## src/rtl/atapi_seq_pkg.sv

```systemverilog
package atapi_seq_pkg;
  localparam logic [2:0] TF_DATA   = 3'd0;
  localparam logic [2:0] TF_ERR    = 3'd1;
  localparam logic [2:0] TF_REASON = 3'd2;
  localparam logic [2:0] TF_BCL    = 3'd4;
  localparam logic [2:0] TF_BCH    = 3'd5;
  localparam logic [2:0] TF_STAT   = 3'd7;

  localparam int ST_ERR = 0;
  localparam int ST_DRQ = 3;
  localparam int ST_DF  = 5;
  localparam int ST_BSY = 7;

  localparam logic [1:0] DIR_NONE = 2'b00;
  localparam logic [1:0] DIR_IN   = 2'b01;
  localparam logic [1:0] DIR_OUT  = 2'b10;

  typedef enum logic [2:0] {
    PH_CMD, PH_CMD_NODRQ, PH_DOUT, PH_DIN, PH_DONE_DRQ, PH_DONE, PH_BAD
  } phase_e;

  typedef enum logic [3:0] {
    S_IDLE, S_WAIT, S_STAT, S_BSYW, S_STAT2, S_REASON, S_BCL, S_BCH,
    S_DECODE, S_SETTLE, S_PKT, S_XFER, S_CHKERR, S_ERRRD, S_FIN
  } state_e;
endpackage

```

## src/rtl/atapi_phase_dec.sv

```systemverilog
module atapi_phase_dec
  import atapi_seq_pkg::*;
(
  input  logic   drq_i,
  input  logic   io_i,
  input  logic   cd_i,
  output phase_e phase_o
);
  always_comb begin
    unique case ({drq_i, io_i, cd_i})
      3'b101:         phase_o = PH_CMD;
      3'b001:         phase_o = PH_CMD_NODRQ;
      3'b100:         phase_o = PH_DOUT;
      3'b110:         phase_o = PH_DIN;
      3'b111:         phase_o = PH_DONE_DRQ;
      3'b011, 3'b000: phase_o = PH_DONE;
      default:        phase_o = PH_BAD;
    endcase
  end
endmodule

```

## src/rtl/atapi_wait_timer.sv

```systemverilog
module atapi_wait_timer #(
  parameter int W = 8
) (
  input  logic         clk_i,
  input  logic         rst_ni,
  input  logic         start_i,
  input  logic [W-1:0] val_i,
  output logic         expired_o
);
  logic [W-1:0] cnt_q;

  always_ff @(posedge clk_i or negedge rst_ni) begin
    if (!rst_ni)                cnt_q <= '0;
    else if (start_i)           cnt_q <= val_i;
    else if (cnt_q != '0)       cnt_q <= cnt_q - 1'b1;
  end

  assign expired_o = (cnt_q == '0);
endmodule

```

## src/rtl/atapi_xfer_track.sv

```systemverilog
module atapi_xfer_track #(
  parameter int CW = 16
) (
  input  logic          clk_i,
  input  logic          rst_ni,
  input  logic          load_i,
  input  logic [CW-1:0] bytes_i,
  input  logic [CW-1:0] xfer_i,
  input  logic          step_i,
  input  logic [CW-1:0] len_i,
  output logic [CW-1:0] done_o,
  output logic [CW-1:0] xfer_o
);
  logic [CW-1:0] bytes_q, done_q, xfer_q, nxt_done, remain;

  assign nxt_done = done_q + len_i;
  assign remain   = (bytes_q > nxt_done) ? bytes_q - nxt_done : '0;

  always_ff @(posedge clk_i or negedge rst_ni) begin
    if (!rst_ni) begin
      bytes_q <= '0;
      done_q  <= '0;
      xfer_q  <= '0;
    end else if (load_i) begin
      bytes_q <= bytes_i;
      done_q  <= '0;
      xfer_q  <= xfer_i;
    end else if (step_i) begin
      done_q  <= nxt_done;
      xfer_q  <= (remain < xfer_q) ? remain : xfer_q;
    end
  end

  assign done_o = done_q;
  assign xfer_o = xfer_q;

  p_xfer_shrinks_r6: assert property (@(posedge clk_i) disable iff (!rst_ni)
    step_i |=> xfer_o <= $past(xfer_o));
  p_done_adv_r6: assert property (@(posedge clk_i) disable iff (!rst_ni)
    step_i |=> done_o == $past(done_o) + $past(len_i));
endmodule

```

## src/rtl/atapi_phase_seq.sv

```systemverilog
module atapi_phase_seq
  import atapi_seq_pkg::*;
#(
  parameter int DW         = 16,
  parameter int CW         = 16,
  parameter int BAW        = 10,
  parameter int SETTLE_CYC = 10,
  parameter int BSY_CYC    = 100
) (
  input  logic           clk_i,
  input  logic           rst_ni,
  input  logic           req_valid_i,
  input  logic [1:0]     req_dir_i,
  input  logic [CW-1:0]  req_bytes_i,
  input  logic [CW-1:0]  req_xfer_i,
  input  logic           req_pkt12_i,
  output logic [2:0]     pkt_idx_o,
  input  logic [DW-1:0]  pkt_word_i,
  input  logic           dev_irq_i,
  output logic [2:0]     tf_addr_o,
  output logic           tf_rd_o,
  output logic           tf_wr_o,
  output logic [DW-1:0]  tf_wdata_o,
  input  logic [DW-1:0]  tf_rdata_i,
  output logic [BAW-1:0] buf_addr_o,
  output logic           buf_rd_o,
  output logic           buf_wr_o,
  output logic [DW-1:0]  buf_wdata_o,
  input  logic [DW-1:0]  buf_rdata_i,
  output logic           busy_o,
  output logic           done_o,
  output logic           err_o,
  output logic [7:0]     err_code_o,
  output logic [CW-1:0]  done_cnt_o,
  output logic [CW-1:0]  xfer_size_o
);
  localparam int BPW       = DW / 8;
  localparam int SH        = $clog2(BPW);
  localparam int PKT_SHORT = 12 / BPW;
  localparam int PKT_LONG  = 16 / BPW;
  localparam int TMAX      = (SETTLE_CYC > BSY_CYC) ? SETTLE_CYC : BSY_CYC;
  localparam int TW        = $clog2(TMAX + 1);

  state_e        state_q, state_d;
  logic [1:0]    dir_q;
  logic          pkt12_q, drq_q, fault_q, io_q, cd_q, fin_after_q;
  logic [15:0]   len_q;
  logic [CW-1:0] wcnt_q, words, base;
  logic [CW:0]   words_x;
  logic [2:0]    pidx_q, pkt_last;
  logic          err_q;
  logic [7:0]    code_q;
  logic          tmr_start, tmr_exp, trk_step, fail;
  logic [TW-1:0] tmr_val;
  phase_e        phase;

  atapi_phase_dec u_dec (
    .drq_i(drq_q), .io_i(io_q), .cd_i(cd_q), .phase_o(phase)
  );

  atapi_wait_timer #(.W(TW)) u_tmr (
    .clk_i, .rst_ni, .start_i(tmr_start), .val_i(tmr_val), .expired_o(tmr_exp)
  );

  atapi_xfer_track #(.CW(CW)) u_trk (
    .clk_i, .rst_ni,
    .load_i (state_q == S_IDLE && req_valid_i),
    .bytes_i(req_bytes_i), .xfer_i(req_xfer_i),
    .step_i (trk_step), .len_i(CW'(len_q)),
    .done_o (done_cnt_o), .xfer_o(xfer_size_o)
  );

  assign words_x  = ({1'b0, CW'(len_q)} + (CW+1)'(BPW - 1)) >> SH;
  assign words    = words_x[CW-1:0];
  assign base     = done_cnt_o >> SH;
  assign pkt_last = pkt12_q ? 3'(PKT_SHORT - 1) : 3'(PKT_LONG - 1);

  always_comb begin
    state_d   = state_q;
    tmr_start = 1'b0;
    tmr_val   = TW'(SETTLE_CYC);
    trk_step  = 1'b0;
    fail      = 1'b0;
    unique case (state_q)
      S_IDLE:   if (req_valid_i) state_d = S_WAIT;
      S_WAIT:   if (dev_irq_i) state_d = S_STAT;
      S_STAT: begin
        if (tf_rdata_i[ST_BSY]) begin
          tmr_start = 1'b1;
          tmr_val   = TW'(BSY_CYC);
          state_d   = S_BSYW;
        end else state_d = S_REASON;
      end
      S_BSYW:   if (tmr_exp) state_d = S_STAT2;
      S_STAT2:  state_d = tf_rdata_i[ST_DRQ] ? S_REASON : S_WAIT;
      S_REASON: state_d = S_BCL;
      S_BCL:    state_d = S_BCH;
      S_BCH:    state_d = S_DECODE;
      S_DECODE: begin
        unique case (phase)
          PH_CMD: begin
            tmr_start = 1'b1;
            state_d   = S_SETTLE;
          end
          PH_DONE: state_d = S_CHKERR;
          PH_DOUT, PH_DIN, PH_DONE_DRQ: begin
            if ((phase == PH_DOUT && dir_q != DIR_OUT) ||
                (phase == PH_DIN  && dir_q != DIR_IN)  ||
                (phase == PH_DONE_DRQ && dir_q != DIR_IN && dir_q != DIR_OUT))
              fail = 1'b1;
            else if (words == '0) begin
              trk_step = 1'b1;
              state_d  = (phase == PH_DONE_DRQ) ? S_CHKERR : S_WAIT;
            end else state_d = S_XFER;
          end
          default: fail = 1'b1;
        endcase
        if (fail) state_d = S_FIN;
      end
      S_SETTLE: if (tmr_exp) state_d = S_PKT;
      S_PKT:    if (pidx_q == pkt_last) state_d = S_WAIT;
      S_XFER: begin
        if (wcnt_q == words - 1'b1) begin
          trk_step = 1'b1;
          state_d  = fin_after_q ? S_CHKERR : S_WAIT;
        end
      end
      S_CHKERR: state_d = fault_q ? S_ERRRD : S_FIN;
      S_ERRRD:  state_d = S_FIN;
      S_FIN:    state_d = S_IDLE;
      default:  state_d = S_IDLE;
    endcase
  end

  always_ff @(posedge clk_i or negedge rst_ni) begin
    if (!rst_ni) begin
      state_q     <= S_IDLE;
      dir_q       <= DIR_NONE;
      pkt12_q     <= 1'b0;
      drq_q       <= 1'b0;
      fault_q     <= 1'b0;
      io_q        <= 1'b0;
      cd_q        <= 1'b0;
      fin_after_q <= 1'b0;
      len_q       <= '0;
      wcnt_q      <= '0;
      pidx_q      <= '0;
      err_q       <= 1'b0;
      code_q      <= '0;
    end else begin
      state_q <= state_d;
      unique case (state_q)
        S_IDLE: if (req_valid_i) begin
          dir_q   <= req_dir_i;
          pkt12_q <= req_pkt12_i;
          err_q   <= 1'b0;
          code_q  <= '0;
        end
        S_STAT, S_STAT2: begin
          drq_q   <= tf_rdata_i[ST_DRQ];
          fault_q <= tf_rdata_i[ST_ERR] | tf_rdata_i[ST_DF];
        end
        S_REASON: begin
          cd_q <= tf_rdata_i[0];
          io_q <= tf_rdata_i[1];
        end
        S_BCL: len_q[7:0]  <= tf_rdata_i[7:0];
        S_BCH: len_q[15:8] <= tf_rdata_i[7:0];
        S_DECODE: begin
          wcnt_q      <= '0;
          pidx_q      <= '0;
          fin_after_q <= (phase == PH_DONE_DRQ);
          if (fail) begin
            err_q  <= 1'b1;
            code_q <= '0;
          end
        end
        S_PKT:  pidx_q <= pidx_q + 1'b1;
        S_XFER: wcnt_q <= wcnt_q + 1'b1;
        S_ERRRD: begin
          err_q  <= 1'b1;
          code_q <= tf_rdata_i[7:0];
        end
        default: ;
      endcase
    end
  end

  always_comb begin
    tf_addr_o  = TF_STAT;
    tf_rd_o    = 1'b0;
    tf_wr_o    = 1'b0;
    tf_wdata_o = '0;
    buf_rd_o   = 1'b0;
    buf_wr_o   = 1'b0;
    unique case (state_q)
      S_STAT, S_STAT2: tf_rd_o = 1'b1;
      S_REASON: begin tf_rd_o = 1'b1; tf_addr_o = TF_REASON; end
      S_BCL:    begin tf_rd_o = 1'b1; tf_addr_o = TF_BCL;    end
      S_BCH:    begin tf_rd_o = 1'b1; tf_addr_o = TF_BCH;    end
      S_ERRRD:  begin tf_rd_o = 1'b1; tf_addr_o = TF_ERR;    end
      S_PKT: begin
        tf_wr_o    = 1'b1;
        tf_addr_o  = TF_DATA;
        tf_wdata_o = pkt_word_i;
      end
      S_XFER: begin
        tf_addr_o = TF_DATA;
        if (dir_q == DIR_OUT) begin
          buf_rd_o   = 1'b1;
          tf_wr_o    = 1'b1;
          tf_wdata_o = buf_rdata_i;
        end else begin
          tf_rd_o  = 1'b1;
          buf_wr_o = 1'b1;
        end
      end
      default: ;
    endcase
  end

  assign buf_wdata_o = tf_rdata_i;
  assign buf_addr_o  = BAW'(base + wcnt_q);
  assign pkt_idx_o   = pidx_q;
  assign busy_o      = (state_q != S_IDLE);
  assign done_o      = (state_q == S_FIN);
  assign err_o       = err_q;
  assign err_code_o  = code_q;

  p_rw_excl_r4: assert property (@(posedge clk_i) disable iff (!rst_ni)
    !(tf_rd_o && tf_wr_o));
  p_bufwr_dir_r5: assert property (@(posedge clk_i) disable iff (!rst_ni)
    buf_wr_o |-> dir_q == DIR_IN);
  p_bufrd_dir_r5: assert property (@(posedge clk_i) disable iff (!rst_ni)
    buf_rd_o |-> dir_q == DIR_OUT);
  p_mismatch_r5: assert property (@(posedge clk_i) disable iff (!rst_ni)
    (state_q == S_DECODE && phase == PH_DIN && dir_q != DIR_IN) |=> done_o && err_o);
  p_done_pulse_r11: assert property (@(posedge clk_i) disable iff (!rst_ni)
    done_o |=> !done_o && !busy_o);
  p_idle_quiet_r11: assert property (@(posedge clk_i) disable iff (!rst_ni)
    !busy_o |-> !tf_rd_o && !tf_wr_o && !buf_wr_o);
endmodule

```

## config.mk

```make
export PLATFORM = sky130hd
export DESIGN_NAME = atapi_phase_seq
export DESIGN_NICKNAME = d
export VERILOG_FILES = /design/src/rtl/atapi_seq_pkg.sv /design/src/rtl/atapi_phase_dec.sv /design/src/rtl/atapi_wait_timer.sv /design/src/rtl/atapi_xfer_track.sv /design/src/rtl/atapi_phase_seq.sv
export SDC_FILE = /design/constraint.sdc
export NUM_CORES = 1
export LEC_CHECK = 0
export ABC_AREA = 1
export BUFFER_PORTS_ARGS = -buffer_cell sky130_fd_sc_hd__buf_4
export CORE_ASPECT_RATIO = 1.25
export CORE_MARGIN = 1
export CORE_UTILIZATION = 45
export CTS_CLUSTER_SIZE = 24
export DETAILED_ROUTE_END_ITERATION = 8
export GPL_TIMING_DRIVEN = 0
export MAX_ROUTING_LAYER = met4
export PLACE_DENSITY = 0.64
export SYNTH_ARGS = -nofsm -noshare
export SYNTH_HDL_FRONTEND = slang
export SYNTH_HIERARCHICAL = 1
export SYNTH_SLANG_ARGS = --single-unit
```

## constraint.sdc

```tcl
create_clock -name clk_i -period 11.7 [get_ports clk_i]
set_clock_uncertainty 0.15 [all_clocks]
set_input_delay 2.34 -clock clk_i [delete_from_list [all_inputs] [get_ports clk_i]]
set_output_delay 2.34 -clock clk_i [all_outputs]
set_load 0.05 [all_outputs]
```

Word-level counts from Yosys, hierarchy flattened:

Cells that the tools add are included.

* $add $sub $neg: 8
* $lt $le $gt $ge: 2
* equality and inequality tests: 38
* mux-type cells: 57
* bitwise logic cells: 1
* reductions and logical operators: 30

Operators by type and width (count)
* 2-to-1 mux 16 bit: 7
* case mux 16 bit (2 select lines): 2
* case mux 4 bit (14 select lines): 1
* 2-to-1 mux 4 bit: 11
* equality test 4 bit, second input constant: 7
* 2-to-1 mux 7 bit: 4
* case mux 8 bit (3 select lines): 1
* equality test 3 bit, second input constant: 6
* case mux 3 bit (6 select lines): 1
* adder 16 x 1 -> 17 bit, second input constant: 1
* adder 16 x 1 -> 16 bit, second input constant: 1
* adder 16 bit: 1
* equality test 16 bit: 1
* equality test 4 x 3 -> 1 bit, second input constant: 4
* greater-than comparator 16 bit: 1
* logical NOT 16 bit: 1
* < comparator 16 bit: 1
* 2-to-1 mux 8 bit: 2
* inequality test 2 bit, second input constant: 8
* subtractor 16 x 1 -> 16 bit, second input constant: 1
* subtractor 16 bit: 1
* 2-to-1 mux 1 bit: 15
* case mux 3 bit (5 select lines): 1
* case mux 4 bit (3 select lines): 1
* 33 further kinds: 56

* bits in registers: 111
* input port bits: 87
* output and inout port bits: 95
* word-level logic and storage cells: 154

Depth between registers and ports, before layout:

* word-level depth: 13
* gate-level depth with buffers: 38
* depth with buffers taken out: 37

Hierarchy:

The synthesis kept the hierarchy.

By module, submodules not included
* atapi_phase_seq: times used 1, cells each 715, area each 4675.7 µm², seq. area each 1401.3 µm²
* atapi_xfer_track: times used 1, cells each 533, area each 3816.2 µm², seq. area each 1201.2 µm²
* atapi_wait_timer: times used 1, cells each 59, area each 483.0 µm², seq. area each 175.2 µm²
* atapi_phase_dec: times used 1, cells each 9, area each 40.0 µm², seq. area each 0.0 µm²

Worst setup path after synthesis:

OpenSTA, ideal clock, no wires.

* kind: register to output
* start: register state_q[3]
* end: output tf_addr_o[2]
* arrival: 4.122 ns
* required time: 9.210 ns
* slack: 5.088 ns
* cell stages (with the launch flop): 7
* path buffers: 0
* cell sequence: dfrtp_1 inv_1 nand2_1 nor2_1 a2111oi_0 nand2_1 o21ai_0

* word-level cells in the longest chain between the ends: 3
* elaborated cells between the ends (all ways): 8
* classes of those cells: 6 x eq/ne; 1 x mux; 1 x reduce/logical

RTL lines
* from (decl): RTL line atapi_phase_seq.sv:44 `state_e state_q, state_d;`
* from (signal assigned): RTL line atapi_phase_seq.sv:151 `state_q <= state_d;`
* equality test 4 bit: RTL line atapi_phase_seq.sv:196 `unique case (state_q)`
* OR reduction 2 bit (no line)
* case mux 3 bit (5 select lines) (*): RTL line atapi_phase_seq.sv:196
* to (decl): RTL line atapi_phase_seq.sv:20 `output logic [2:0] tf_addr_o,`

Every way passes the cells marked *; elsewhere a longest branch is shown, timed or not.

Worst setup path after layout:

* start: register len_q[2]
* end: register u_trk.xfer_q[6] (netlist: u_trk/xfer_o[6])

* word-level cells in the longest chain between the ends: 8
* elaborated cells between the ends (all ways): 20
* classes of those cells: 4 x add/sub; 2 x order compare; 1 x eq/ne; 9 x mux; 4 x reduce/logical

RTL lines
* from (decl): RTL line atapi_phase_seq.sv:47 `logic [15:0] len_q;`
* from (signal assigned): RTL line atapi_phase_seq.sv:167 `S_BCL: len_q[7:0] <= tf_rdata_i[7:0];`
* branches (longest 8 deep; another with adder 16 bit)
* to (signal assigned): RTL line atapi_xfer_track.sv:27 `xfer_q <= xfer_i;`
* to (signal assigned): RTL line atapi_xfer_track.sv:30 `xfer_q <= (remain < xfer_q) ? remain : xfer_q;`
* to (decl): RTL line atapi_xfer_track.sv:14 `logic [CW-1:0] bytes_q, done_q, xfer_q, nxt_done, remain;`

Several ways; the timed one is not identified. The select of a mux whose other input is x is not followed.
A chain may end at the register's enable or synchronous reset.

==> impl_results.md <==
- Post-synthesis sequential area ratio: 30.8%
- Chip height: around 160 um
- Layout cell share with drive strength beyond 1: roughly 17%
- Final Power: ~0.0027 W
- Die X-Extent: approximately 130 um
- Router iterations before antenna repair: 5
- Dpl cell area: between 10000 and 15000 um^2
- Wire length on met2: between 10000 and 15000 um
- Root buf cell: clkbuf_16
- Vias post-DR: 9038
- GP Congestion: around 0.9
- Slew Viols, Final: 0
- Most used DFF post-synth: dfrtp_1
- Post-synth EDFFs: 0
- Fin crit share: 53.2%
- Postcts setup bufs: 0
- Fill cells: between 2000 and 2500
- Mapped Cells: between 1000 and 1500
- Slowest cell on crit path: a2111oi_0
- DRC violations left: 0
- CP max stage delay: between 600 and 700 ps
- Max Cap Viol: 0
- Post-synth top area cell: dfrtp_1
- Main area contributors after synthesis: dfrtp_1 31%, nand2_1 17%, ha_1 8.6%
- Final net count: ~1700
- Tmin final: a little over 6000 ps
- Critical Path Most Common Cell: nand2_1
- Clock transition at the registers of the reported paths: 80 ps
- Port Buffers: around 170
- Remaining antenna violation count: 0
- Critical Path Start Type: flop
- Met3 WL: approximately 790 um
- Largest net degree at the start of global routing: 74
- RSZ-0062 raised after global routing: false
- Clk buf depth: 2
- Post-detail-place hpwl: about 21000 um
- Synth top area share: between 30% and 40%
- # hold bufs at CTS: 0
- Synth async-reset ratio: 100%
- Clock latency on the worst-skew pair: roughly 370 ps
- Vias in the first global route: between 8000 and 9000
- GR Overflow Total: 0
- Htree depth: 3
- Post-synth cell types: 47
- Hold/Removal Path Class: flop to flop
- Crit Path Max Fanout: 10
- Multi-input logic area: ~5400 um^2
- CP endpoint kind: flop
- Worst Path Required: between 10000 and 15000 ps
- Final instance area: 11000 um^2
- Detailed-route wire length: 26200 um
- TritonCTS Sinks: ~110
- Core Area: slightly below 20000 um^2
- DR WL/cell: around 15 um
- Slew Limit Headroom: 43.4%
- Global-route wire length before repair: 42000 um
- Rows: 57
- TritonCTS Buffers: 9
- Endpoints failing hold: 0
- Area Growth Syn to Fin: 22.1%
- Yosys warnings: 6
- Initial antenna violation count: 0
- CTS tree: done
- Syn_area_per_cell: approximately 6.9 um^2
- Via-to-Cell Ratio: approximately 5.1
- DRT met1 WL: ~11000 um
- Post-CTS sizing: 0
- Initial Utilization: around 46%
- FF+latch area: between 2000 and 3000 um^2
- WS Path Type: flop to flop
- PwrDens: around 250 nW/um^2
- Final setup vio count: 0
- P_leak: around 5.9 nW
- Top Ports: approximately 180
- Peak Freq: between 0.15 and 0.2 GHz
- CP Data Arrival Time: 6380 ps
- Status: complete, no violations
- GRT Resource Usage Total: 26.9%
- Syn Std Cell Area: 9010 um^2
- Iteration-0 DRC Markers: 397
- Worst-Margin Slew: 846 ps
- Die ar.: between 20000 and 25000 um^2
- Synth Register Bits: 111
- Maximum VDD drop: 0.000144 V
- Setup tns final: 0 ps
- # diodes: 0
- Highest metal used: met4
-- power breakdown --
| group | switching (W) | total (W) | internal, W |
|---|---|---|---|
| Sequential | 0.000143 | 0.000643 | 0.000500 |
| Combinational | 0.00113 | 0.00171 | 0.000586 |
| Clock | 0.000160 | 0.000352 | 0.000193 |
| Total | 0.00143 | 0.00271 | 0.00128 |
-- logic make-up (layout without fill, tap and decap cells) --
kind of cell / count (synthesis) / after routing / share of synthesized area (%)
flip-flops: 111 / 111 / 30.8
buffers and inverters: 201 / 391 / 9.23
AO/OA/AOI/OAI: 209 / 209 / 13.2
AND/OR/NAND/NOR: 684 / 684 / 33.0
other: 1 / 2 / 0.0416
XOR/XNOR: 43 / 43 / 4.18
adder cells (fa/ha/maj): 65 / 65 / 9.27
multiplexers: 2 / 2 / 0.222
-- layer usage --
metal	up-vias	global-route usage [%]
li1	4620	-
met1	4205	31.6
met2	184	48.0
met3	29	2.01
met4	0	8.98
met5	-	-
-- layout make-up --
class	instances	share of cell area [%]
Multi-Input combinational cell	1005	49.1
Sequential cell	111	25.2
Timing Repair Buffer	174	12.1
Inverter	164	5.59
Tap cell	265	3.01
Clock buffer	10	2.08
Buffer	37	1.97
Clock inverter	6	0.909
-- worst max-delay path: cells and delay by family (launching register included) --
| family | cells | cell delay, ps |
|---|---|---|
| adder cells (fa/ha/maj) | 3 | 1130 |
| AO/OA/AOI/OAI | 9 | 2160 |
| AND/OR/NAND/NOR | 15 | 1550 |
| XOR/XNOR | 1 | 190 |
| flip-flops | 1 | 510 |
| buffers and inverters | 3 | 450 |
-- stage by stage --
stage               hold WS (ps)  setup WS [ps]  cells  util [%]
global placement             306           5530   1755      54.5
finish                       325           5480   1772      56.3
floorplan                    298           5090   1317         -
CTS                          330           5530   1772      56.3
detailed placement           310           5560   1756      54.7
global route                 355           4950   1772      56.3
-- path summary, 6_finish.rpt --
check | from | endpoint | slack, ps | depth (start not counted)
max reg2reg | len_q[2]$_DFFE_PN0P_ | u_trk/xfer_o[6]$_DFFE_PN0P_ | 5480 | 31
min in group asynchronous | rst_ni | wcnt_q[10]$_DFFE_PN0P_ | 1720 | 1
max in group asynchronous | rst_ni | u_trk/bytes_q[2]$_DFFE_PN0P_ | 8980 | 2
min reg2reg | err_code_o[4]$_DFFE_PN0P_ | err_code_o[4]$_DFFE_PN0P_ | 320 | 2
max | len_q[2]$_DFFE_PN0P_ | u_trk/xfer_o[6]$_DFFE_PN0P_ | 5480 | 31
min | err_code_o[4]$_DFFE_PN0P_ | err_code_o[4]$_DFFE_PN0P_ | 320 | 2
-- flip-flops by register name (all words and copies together), names as in the netlist, 2 cells and up --
| signal | flops |
|---|---|
| state_q | 4 |
| dir_q | 2 |
| err_code_o | 8 |
| pkt_idx_o | 3 |
| len_q | 16 |
| u_tmr/cnt_q | 7 |
| u_trk/done_o | 16 |
| wcnt_q | 16 |
| u_trk/bytes_q | 16 |
| u_trk/xfer_o | 16 |
-- cells in the final DEF, fill, tap and decap left out, types with 3 or more instances in the layout --
master / count
nand2_1: 411
buf_4: 189
inv_1: 158
dfrtp_1: 111
nor2_1: 103
o21ai_0: 103
nand3_1: 84
ha_1: 62
a21oi_1: 54
xor2_1: 26
nand4_1: 20
clkbuf_1: 17
a22o_1: 17
xnor2_1: 17
nand2_2: 14
nor2_2: 12
nor3_1: 12
nor2_4: 9
clkbuf_16: 9
o21bai_1: 6
a31oi_1: 5
nand2_4: 5
o21ai_1: 4
inv_2: 4
or2_2: 4
a21o_1: 4
o2111ai_1: 3
a211oi_1: 3
fa_1: 3
-- cell usage after synthesis (4+ instances only) --
library cell	number
inv_2	4
nand2_4	5
o21ai_0	103
nor2_4	9
o21bai_1	6
or2_2	4
a21o_1	4
inv_1	158
nor2_1	103
nor3_1	12
ha_1	62
nand4_1	20
nor2_2	12
nand2_2	14
a31oi_1	5
a21oi_1	54
clkbuf_1	16
xor2_1	26
buf_4	17
o21ai_1	4
xnor2_1	17
a22o_1	17
nand2_1	411
nand3_1	84
dfrtp_1	111
(Power assumes the default switching activity.)
